**src/rtl/spi_guard_pkg.sv**
```systemverilog
package spi_guard_pkg;
  localparam int CAUSE_N = 4;

  // cause bits, MSB first: extra byte, missing termination, busy clock, partial byte
  typedef struct packed {
    logic extra;
    logic noterm;
    logic busy;
    logic part;
  } cause_t;
endpackage

```
**src/rtl/spi_guard_track.sv**
```systemverilog
module spi_guard_track
  import spi_guard_pkg::*;
#(
  parameter int BYTE_BITS = 8
) (
  input  logic   clk,
  input  logic   rst_n,
  input  logic   sel_i,
  input  logic   edge_i,
  input  logic   mosi_i,
  input  logic   rd_i,
  input  logic   data_i,
  input  logic   busy_i,
  output logic   end_o,
  output logic   clocked_o,
  output cause_t cause_o
);
  localparam int BW = (BYTE_BITS > 1) ? $clog2(BYTE_BITS) : 1;
  localparam logic [BW-1:0] LAST = BW'(BYTE_BITS - 1);

  logic          sel_q, sel_n;
  logic          clocked_q, clocked_n;
  logic          rd_q, rd_n;
  logic [BW-1:0] bit_q, bit_n;
  logic          ones_q, ones_n;
  logic          term_q, term_n;
  logic          busy_q, busy_n;
  logic          extra_q, extra_n;

  logic take;
  logic last_bit;
  logic ones_cur;
  logic rd_eff;

  always_comb begin
    take     = sel_i & edge_i;
    last_bit = (bit_q == LAST);
    ones_cur = ((bit_q == '0) ? 1'b1 : ones_q) & mosi_i;
    rd_eff   = rd_q | rd_i;

    sel_n     = sel_i;
    clocked_n = clocked_q;
    rd_n      = rd_q;
    bit_n     = bit_q;
    ones_n    = ones_q;
    term_n    = term_q;
    busy_n    = busy_q;
    extra_n   = extra_q;

    if (!sel_i) begin
      clocked_n = 1'b0;
      rd_n      = 1'b0;
      bit_n     = '0;
      ones_n    = 1'b0;
      term_n    = 1'b0;
      busy_n    = 1'b0;
      extra_n   = 1'b0;
    end else begin
      rd_n = rd_eff;
      if (take) begin
        clocked_n = 1'b1;
        ones_n    = ones_cur;
        bit_n     = last_bit ? '0 : bit_q + 1'b1;
        if (rd_eff && busy_i) begin
          busy_n = 1'b1;
        end
        if (last_bit && data_i && rd_eff) begin
          if (term_q) begin
            extra_n = 1'b1;
          end
          if (ones_cur) begin
            term_n = 1'b1;
          end
        end
      end
    end
  end

  always_ff @(posedge clk or negedge rst_n) begin
    if (!rst_n) begin
      sel_q     <= 1'b0;
      clocked_q <= 1'b0;
      rd_q      <= 1'b0;
      bit_q     <= '0;
      ones_q    <= 1'b0;
      term_q    <= 1'b0;
      busy_q    <= 1'b0;
      extra_q   <= 1'b0;
    end else begin
      sel_q     <= sel_n;
      clocked_q <= clocked_n;
      rd_q      <= rd_n;
      bit_q     <= bit_n;
      ones_q    <= ones_n;
      term_q    <= term_n;
      busy_q    <= busy_n;
      extra_q   <= extra_n;
    end
  end

  always_comb begin
    end_o          = sel_q & ~sel_i & clocked_q;
    clocked_o      = clocked_q;
    cause_o.part   = (bit_q != '0);
    cause_o.busy   = busy_q;
    cause_o.noterm = rd_q & ~term_q;
    cause_o.extra  = extra_q;
  end
endmodule

```
**src/rtl/spi_guard_log.sv**
```systemverilog
module spi_guard_log
  import spi_guard_pkg::*;
#(
  parameter int CNT_W = 8
) (
  input  logic               clk,
  input  logic               rst_n,
  input  logic               end_i,
  input  cause_t             cause_i,
  output logic               strobe_o,
  output logic               ok_o,
  output logic [CNT_W-1:0]   cnt_o,
  output logic [CAUSE_N-1:0] code_o,
  output logic               status_o
);
  localparam logic [CNT_W-1:0] CNT_MAX = {CNT_W{1'b1}};

  logic               strobe_q, strobe_n;
  logic               ok_q, ok_n;
  logic [CNT_W-1:0]   cnt_q, cnt_n;
  logic [CAUSE_N-1:0] code_q, code_n;
  logic               stat_q, stat_n;
  logic               bad;

  always_comb begin
    bad      = |cause_i;
    strobe_n = 1'b0;
    ok_n     = 1'b0;
    cnt_n    = cnt_q;
    code_n   = code_q;
    stat_n   = stat_q;
    if (end_i) begin
      strobe_n = bad;
      ok_n     = ~bad;
      code_n   = cause_i;
      stat_n   = ~bad;
      if (bad && (cnt_q != CNT_MAX)) begin
        cnt_n = cnt_q + 1'b1;
      end
    end
  end

  always_ff @(posedge clk or negedge rst_n) begin
    if (!rst_n) begin
      strobe_q <= 1'b0;
      ok_q     <= 1'b0;
      cnt_q    <= '0;
      code_q   <= '0;
      stat_q   <= 1'b1;
    end else begin
      strobe_q <= strobe_n;
      ok_q     <= ok_n;
      cnt_q    <= cnt_n;
      code_q   <= code_n;
      stat_q   <= stat_n;
    end
  end

  assign strobe_o = strobe_q;
  assign ok_o     = ok_q;
  assign cnt_o    = cnt_q;
  assign code_o   = code_q;
  assign status_o = stat_q;
endmodule

```
**src/rtl/spi_guard_flag.sv**
```systemverilog
module spi_guard_flag (
  input  logic sel_i,
  input  logic edge_i,
  input  logic clocked_i,
  input  logic en_i,
  input  logic status_i,
  output logic oe_o,
  output logic miso_o
);
  always_comb begin
    oe_o   = sel_i & ~clocked_i & ~edge_i & en_i;
    miso_o = status_i;
  end
endmodule

```
**src/rtl/spi_acc_guard.sv**
```systemverilog
module spi_acc_guard
  import spi_guard_pkg::*;
#(
  parameter int BYTE_BITS = 8,
  parameter int CNT_W     = 8
) (
  input  logic               clk,
  input  logic               rst_n,
  input  logic               sel_i,
  input  logic               sclk_edge_i,
  input  logic               mosi_i,
  input  logic               rd_acc_i,
  input  logic               data_phase_i,
  input  logic               fetch_busy_i,
  input  logic               flag_en_i,
  output logic               err_strobe_o,
  output logic               acc_ok_o,
  output logic [CNT_W-1:0]   err_cnt_o,
  output logic [CAUSE_N-1:0] err_code_o,
  output logic               status_o,
  output logic               miso_oe_o,
  output logic               miso_o
);
  logic [1:0] rst_q;
  logic       rst_sync_n;
  logic       acc_end;
  logic       clocked;
  cause_t     cause;

  always_ff @(posedge clk or negedge rst_n) begin
    if (!rst_n) begin
      rst_q <= 2'b00;
    end else begin
      rst_q <= {rst_q[0], 1'b1};
    end
  end
  assign rst_sync_n = rst_q[1];

  spi_guard_track #(.BYTE_BITS(BYTE_BITS)) u_track (
    .clk       (clk),
    .rst_n     (rst_sync_n),
    .sel_i     (sel_i),
    .edge_i    (sclk_edge_i),
    .mosi_i    (mosi_i),
    .rd_i      (rd_acc_i),
    .data_i    (data_phase_i),
    .busy_i    (fetch_busy_i),
    .end_o     (acc_end),
    .clocked_o (clocked),
    .cause_o   (cause)
  );

  spi_guard_log #(.CNT_W(CNT_W)) u_log (
    .clk      (clk),
    .rst_n    (rst_sync_n),
    .end_i    (acc_end),
    .cause_i  (cause),
    .strobe_o (err_strobe_o),
    .ok_o     (acc_ok_o),
    .cnt_o    (err_cnt_o),
    .code_o   (err_code_o),
    .status_o (status_o)
  );

  spi_guard_flag u_flag (
    .sel_i     (sel_i),
    .edge_i    (sclk_edge_i),
    .clocked_i (clocked),
    .en_i      (flag_en_i),
    .status_i  (status_o),
    .oe_o      (miso_oe_o),
    .miso_o    (miso_o)
  );
endmodule

```
**config.mk**
```make
export PLATFORM = sky130hd
export DESIGN_NAME = spi_acc_guard
export DESIGN_NICKNAME = d
export VERILOG_FILES = /design/src/rtl/spi_guard_pkg.sv /design/src/rtl/spi_guard_track.sv /design/src/rtl/spi_guard_log.sv /design/src/rtl/spi_guard_flag.sv /design/src/rtl/spi_acc_guard.sv
export SDC_FILE = /design/constraint.sdc
export NUM_CORES = 1
export LEC_CHECK = 0
export ABC_CLOCK_PERIOD_IN_PS = 1100
export BUFFER_PORTS_ARGS = -buffer_cell sky130_fd_sc_hd__buf_2
export CAP_MARGIN = 20
export CORE_UTILIZATION = 52
export CTS_CLUSTER_SIZE = 25
export DETAILED_ROUTE_END_ITERATION = 10
export GPL_TIMING_DRIVEN = 0
export PLACE_DENSITY = 0.77
export SLEW_MARGIN = 20
export SYNTH_ARGS = -nofsm -noshare
export SYNTH_HDL_FRONTEND = slang
export SYNTH_SLANG_ARGS = --single-unit
export TNS_END_PERCENT = 1
```
**constraint.sdc**
```tcl
create_clock -name clk -period 1.1 [get_ports clk]
set_input_delay 0.055 -clock clk [delete_from_list [all_inputs] [get_ports clk]]
set_output_delay 0.055 -clock clk [all_outputs]
set_load 0.02 [all_outputs]
```
==> results of run 1 <==
==> cells in the final DEF (no fill, tap or decap), types with 3 or more instances in the layout <==
cell type,count
buf_2,20
xor2_1,5
dlygate4sd3_1,3
nand2_1,5
dfrtp_2,3
dfrtp_1,23
nand3_1,4
clkbuf_4,3
inv_1,5
o21a_1,3
buf_4,5
nor2b_1,4
nor3_2,4
buf_6,5
ha_4,3
a21oi_1,3
clkbuf_1,3
==> cells by family (layout without fill, tap and decap cells) <==
logic type      count (synthesis)  after routing  synth area share
fa+ha+maj                       4              4            0.0426
mux                             5              5            0.0457
other cells                     1              1           0.00319
flops                          27             27             0.576
compound gates                 19             19             0.119
xor+xnor                        5              5            0.0372
buf+inv                         8             44            0.0287
simple gates                   31             31             0.148
==> final cells by class <==
type | count | area, sq um | share of cell area
inverter | 5 | 18.8 | 0.0118
timing repair buffer | 32 | 213 | 0.134
multi-input combinational | 65 | 597 | 0.376
sequential | 27 | 681 | 0.429
buffer | 3 | 18.8 | 0.0118
tap | 27 | 33.8 | 0.0213
clock buffer | 4 | 26.3 | 0.0165
==> flip-flops by register name, indices dropped and copies added, names as in the netlist <==
signal,count
u_track.clocked_o,1
u_log.code_o,4
u_log.status_o,1
u_track.sel_q,1
u_track.busy_q,1
u_track.rd_q,1
u_log.cnt_o,8
u_track.term_q,1
u_track.extra_q,1
u_log.strobe_o,1
u_track.bit_q,3
u_log.ok_o,1
u_track.ones_q,1
rst_q,2
==> metal layers <==
metal	GRT usage	vias up	share of wire
met3	0.0463	4	0.031
li1	-	424	-
met5	0	-	0
met1	0.265	461	0.42
met4	0.0524	0	0.012
met2	0.358	21	0.53
==> worst min-delay path by stage <==
stage	from	depth (start not counted)	end
finish	rst_n	2	rst_q[1]
global route	rst_n	2	rst_q[1]
CTS	mosi_i	3	u_track.term_q
detailed placement	rst_n	1	rst_q[0]
global placement	rst_n	1	rst_q[0]
floorplan	rst_n	0	rst_q[0]
==> metrics by stage <==
step	power (mW)	setup TNS [ps]	hold WS, ps	utilization	cells
after global placement	1.74	-3950	-161	0.670	151
after CTS	2.24	-4660	14.3	0.744	162
after floorplan	1.59	-3040	-241	-	100
final	2.37	-4530	44.2	0.778	163
after detailed placement	1.77	-4660	-157	0.670	151
after global routing	2.49	-5730	25.2	0.778	163
==> power by group through the flow <==
stage               sequential [mW]  clock, mW  combinational, mW
floorplan                      1.35          0              0.236
global placement               1.26          0              0.488
detailed placement             1.26          0              0.508
CTS                            1.25      0.419              0.573
global route                   1.29      0.458              0.743
finish                         1.27      0.410              0.697
==> timing repair <==
action                                  4_1_cts  5_1_grt
setup buffers                                 4        1
resized for setup                            14       14
endpoints found under the hold margin         4        0
pin swaps                                     8        8
endpoints found under the setup margin       19       21
hold buffers                                  3        0
==> run_results.csv, run 1 <==
group,metric,value,unit
detailed_routing,via_per_inst,5.58,
synth,yosys.area.top_type,"dfrtp_1",
critical_path,worst-path-buf-inv,1,
layout,drive_gt1_frac,0.449,
synth,synthTopCellsByArea,"dfrtp_1, ha_1, xor2_1, mux2_2, dfstp_2",
global_routing,antenna_found_initial,0,
pwr,intPower,1.60,mW
status,run_status,"complete, but fails checks",
detailed_routing,wl_per_cell,15.1,um
synth,synth_edf_count,0,
pwr,powerDensity,1500,nW/um^2
floorplan,die_w,49.6,um
clock_network,clock-sinks,27,
clock_network,cts-root-buf,"clkbuf_4",
synth,yosys.cell_count.top_type,"dfrtp_1",
global_routing,grt_pass1_vias,900,
critical_path,regToRegSetupSlack,-480,ps
floorplan,pin_count,26,
place,gp_congestion,0.815,
detailed_routing,wl,2460,um
synth,syn_area,1180,sq um
sta,tightest_slew,530,ps
critical_path,endpoint_kind,"register",
critical_path,cp.arrival,1790,ps
pwr,comb_power_share,0.294,
critical_path,crit_family,"flip-flops",
floorplan,dieArea,2460,sq um
critical_path,path_depth,6,
critical_path,cpMaxStageDelayCell,"dfrtp_1",
layout,nNetsFinal,150,
synth,async_reset_ff_frac,1.00,
status,violations,"negative setup slack",
pwr,p_seq_frac,0.534,
synth,syn_nets,113,
place,placed_area,1370,sq um
job,cap_violations,0,
synth,synth_cell_type_count,32,
place,post-place-ws,-555,ps
global_routing,grt_usage,0.209,
clock_network,cts_max_level,1,
sta,finalSetupViolations,18,
sta,timing.final.crit_share,1.44,
global_routing,overflow,0,
pwr,p_leak,0.775,nW
pwr,max-vdd-ir-drop,1.32,mV
synth,synthCells,100,
critical_path,worstPathRequired,1300,ps
detailed_routing,routed-via-count,910,
critical_path,worstSetupPathType,"reg2reg",
synth,synth-seq-area-share,0.576,
floorplan,core_area,2040,sq um
layout,syn_to_final_growth,35.0,%
place,dp_hpwl,1500,um
clock_network,clock_latency,310,ps
sta,clock.fmax,632,MHz
critical_path,cpPeakStageDelay,370,ps
detailed_routing,drc,0,
critical_path,rr_worst_depth,6,
global_routing,grt_max_degree,26,
layout,fin_area,1590,sq um
clock_network,path_clk_slew,140,ps
pwr,pwr-share-clk,0.173,
critical_path,crit_chain,"inv_1, ha_2, and2b_4, a31o_4, nor2_4, mux2_4",
sta,rsz0062_at_grt,"true",
sta,finalCriticalPeriod,1580,ps
sta,slew_headroom,0.646,
worst_hold_path,min_path_type,"in2async",
critical_path,endpoint,"u_log.cnt_o[1]",
clock_network,clockBufferDepth,2,
sta,slew_viol_final,0,
detailed_routing,drtPass1Iterations,4,
synth,synth_top_flop_cell,"dfrtp_1",
sta,final_hold_viol_count,0,
synth,syn_area_per_cell,11.8,sq um
sta,finalClockSkew,9.95,ps
synth,ys_warn_count,0,
critical_path,crit_path_max_fanout,7,
floorplan,initial_core_util,0.576,
synth,yosys_register_bits,27,
place,portBuffers,24,
critical_path,critPathLaunch,"u_track.bit_q[1]",
global_routing,grt_pass1_wl,3950,um
critical_path,timing.rr.start,"u_track.bit_q[1]",
sta,setup_ws,-483,ps
critical_path,r2r_end,"u_log.cnt_o[1]",
floorplan,num_rows,16,
detailed_routing,initialDrtViolationCount,24,
clock_network,cts_made_buffers,3,
pwr,netSwitchingFraction,0.326,
layout,num_antenna_cells,0,
critical_path,critPathLaunchType,"register",
pwr,p_sw,774,uW
detailed_routing,drtAntennaViolNets,0,
layout,num-fill-cells,142,
synth,synth_top_area_frac,0.553,
floorplan,fp.dieH,49.6,um
clock_network,tritoncts,"done",
No activity file was read; power rests on OpenSTA's default activity.
==> run 2: changes to the inputs <==
--- a/config.mk
+++ b/config.mk
@@ -8,11 +8,11 @@
 export ABC_CLOCK_PERIOD_IN_PS = 1100
 export BUFFER_PORTS_ARGS = -buffer_cell sky130_fd_sc_hd__buf_2
 export CAP_MARGIN = 20
-export CORE_UTILIZATION = 52
+export CORE_UTILIZATION = 45
 export CTS_CLUSTER_SIZE = 25
 export DETAILED_ROUTE_END_ITERATION = 10
 export GPL_TIMING_DRIVEN = 0
-export PLACE_DENSITY = 0.77
+export PLACE_DENSITY = 0.68
 export SLEW_MARGIN = 20
 export SYNTH_ARGS = -nofsm -noshare
 export SYNTH_HDL_FRONTEND = slang
==> run 2 against run 1 <==
The flow still finishes with violations (negative setup slack). Routed wire length decreased by 5.9%. Critical endpoint unchanged. Flip-flop and latch count stayed put. Worst setup slack improved by 34 ps. Critical path depth stayed put. Via count is 5.1% lower. Combinational power fell by 13%. Register-to-register slack better by 30 ps. Count of clock-buffer cells in the layout unchanged. Largest cell class unchanged. Worst hold slack worse by 38 ps. Largest power group unchanged.
==> run_results.csv, run 2 (synthesis gave the netlist of run 1 again) <==
group,metric,value,unit
status,run_status,"complete, but fails checks",
status,violations,"negative setup slack",
place,portBuffers,24,
floorplan,die_w,53.1,um
sta,slew_viol_final,0,
floorplan,core_area,2480,sq um
critical_path,crit_path_max_fanout,7,
global_routing,grt_usage,0.177,
sta,finalSetupViolations,18,
clock_network,cts-root-buf,"clkbuf_4",
global_routing,grt_pass1_wl,3540,um
floorplan,num_rows,18,
pwr,max-vdd-ir-drop,1.09,mV
place,place_inst,154,
global_routing,grt_max_degree,26,
layout,layout_commonest_cell,"dfrtp_1",
pwr,powerDensity,1470,nW/um^2
critical_path,crit_chain,"inv_1, ha_2, and2b_4, a31o_4, nor2_4, mux2_4",
sta,setup_ws,-449,ps
detailed_routing,drc,0,
clock_network,path_clk_slew,140,ps
detailed_routing,wl,2310,um
layout,drive_gt1_frac,0.430,
clock_network,clock-sinks,27,
critical_path,timing.rr.start,"u_track.bit_q[0]",
sta,timing.final.crit_share,1.41,
detailed_routing,drtPass1Iterations,4,
clock_network,clock_latency,320,ps
worst_hold_path,min_path_type,"in2reg",
floorplan,dieArea,2820,sq um
critical_path,cp.arrival,1770,ps
sta,rsz0062_at_grt,"true",
global_routing,antenna_found_initial,0,
critical_path,cpPeakStageDelay,380,ps
critical_path,path_depth,6,
critical_path,cpMaxStageDelayCell,"dfrtp_1",
layout,mostFrequentLayoutCells,"dfrtp_1, buf_2, buf_4",
critical_path,worstPathRequired,1320,ps
layout,num_antenna_cells,0,
place,post-place-ws,-547,ps
detailed_routing,wl_per_cell,14.0,um
floorplan,pin_count,26,
place,placed_area,1370,sq um
layout,fin_area,1560,sq um
clock_network,clockBufferDepth,2,
critical_path,crit_family,"flip-flops",
job,cap_violations,0,
critical_path,endpoint_kind,"register",
sta,slew_headroom,0.643,
sta,final_hold_viol_count,0,
clock_network,tritoncts,"done",
floorplan,fp.dieH,53.1,um
pwr,p_leak,0.765,nW
clock_network,cts_max_level,1,
layout,largest_reg_flops,8,
layout,final_cells,165,
layout,num-fill-cells,212,
critical_path,worst-path-buf-inv,1,
global_routing,overflow,0,
layout,seq_area,681,sq um
critical_path,critPathLaunch,"u_track.bit_q[0]",
critical_path,r2r_end,"u_log.cnt_o[1]",
sta,tightest_slew,536,ps
place,dp_hpwl,1450,um
detailed_routing,routed-via-count,864,
detailed_routing,drtAntennaViolNets,0,
critical_path,rr_worst_depth,6,
floorplan,initial_core_util,0.475,
critical_path,critPathLaunchType,"register",
detailed_routing,initialDrtViolationCount,23,
layout,nNetsFinal,149,
layout,multiInputGateArea,584,sq um
global_routing,grt_pass1_vias,812,
detailed_routing,via_per_inst,5.24,
sta,clock.fmax,646,MHz
place,gp_congestion,0.798,
critical_path,endpoint,"u_log.cnt_o[1]",
critical_path,worstSetupPathType,"reg2reg",
sta,finalCriticalPeriod,1550,ps
sta,finalClockSkew,4.21,ps
layout,syn_to_final_growth,32.4,%
clock_network,cts_made_buffers,3,
critical_path,regToRegSetupSlack,-450,ps
==> run 2: area by class of cell <==
type	instances	share of cell area
clock buffer	4	0.0169
buffer	3	0.00964
timing repair buffer	31	0.125
sequential	27	0.437
multi-input combinational	65	0.375
tap	30	0.0241
inverter	5	0.0120
==> run 2: stage by stage <==
stage	setup TNS, ps	hold slack (ps)	util	total power, mW
after floorplan	-3040	-241	-	1.59
after global placement	-4050	-158	0.554	1.74
after detailed placement	-4550	-158	0.554	1.77
after CTS	-3980	8.23	0.613	2.28
after global routing	-5410	5.16	0.629	2.41
final	-4020	6.28	0.629	2.29
==> run 2: where the power goes <==
part	internal, mW	switching (mW)	total [mW]	leakage (nW)
clock network	0.142	0.284	0.426	0.0150
registers	1.11	0.145	1.26	0.350
logic	0.289	0.317	0.606	0.400
==> run 2: per-layer routing <==
layer	GRT usage	part of all wire	wire, um	vias up
li1	-	-	-	417
met1	0.231	0.47	1090	423
met2	0.289	0.48	1120	22
met3	0.0259	0.037	85	2
met4	0.0789	0.0069	16	0
met5	0	0	0	-
==> run 2: timing repair <==
item,in CTS,in global routing
setup buffers,3,1
pin swaps,9,2
resized for setup,15,8
endpoints found under the setup margin,33,23
hold endpoints to repair,4,0
hold buffers,3,0
==> run 2: worst min-delay path by stage <==
stage	to	startpoint	cells after the start
after CTS	u_track.term_q	mosi_i	3
after global placement	rst_q[0]	rst_n	1
after floorplan	rst_q[0]	rst_n	0
after detailed placement	rst_q[1]	rst_n	1
final	u_track.term_q	mosi_i	3
after global routing	rst_q[1]	rst_n	2
==> run 2: tightest hold or removal path, delay by kind of cell <==
kind | cells | cell delay [ps]
buf+inv | 1 | 110
compound gates | 2 | 140
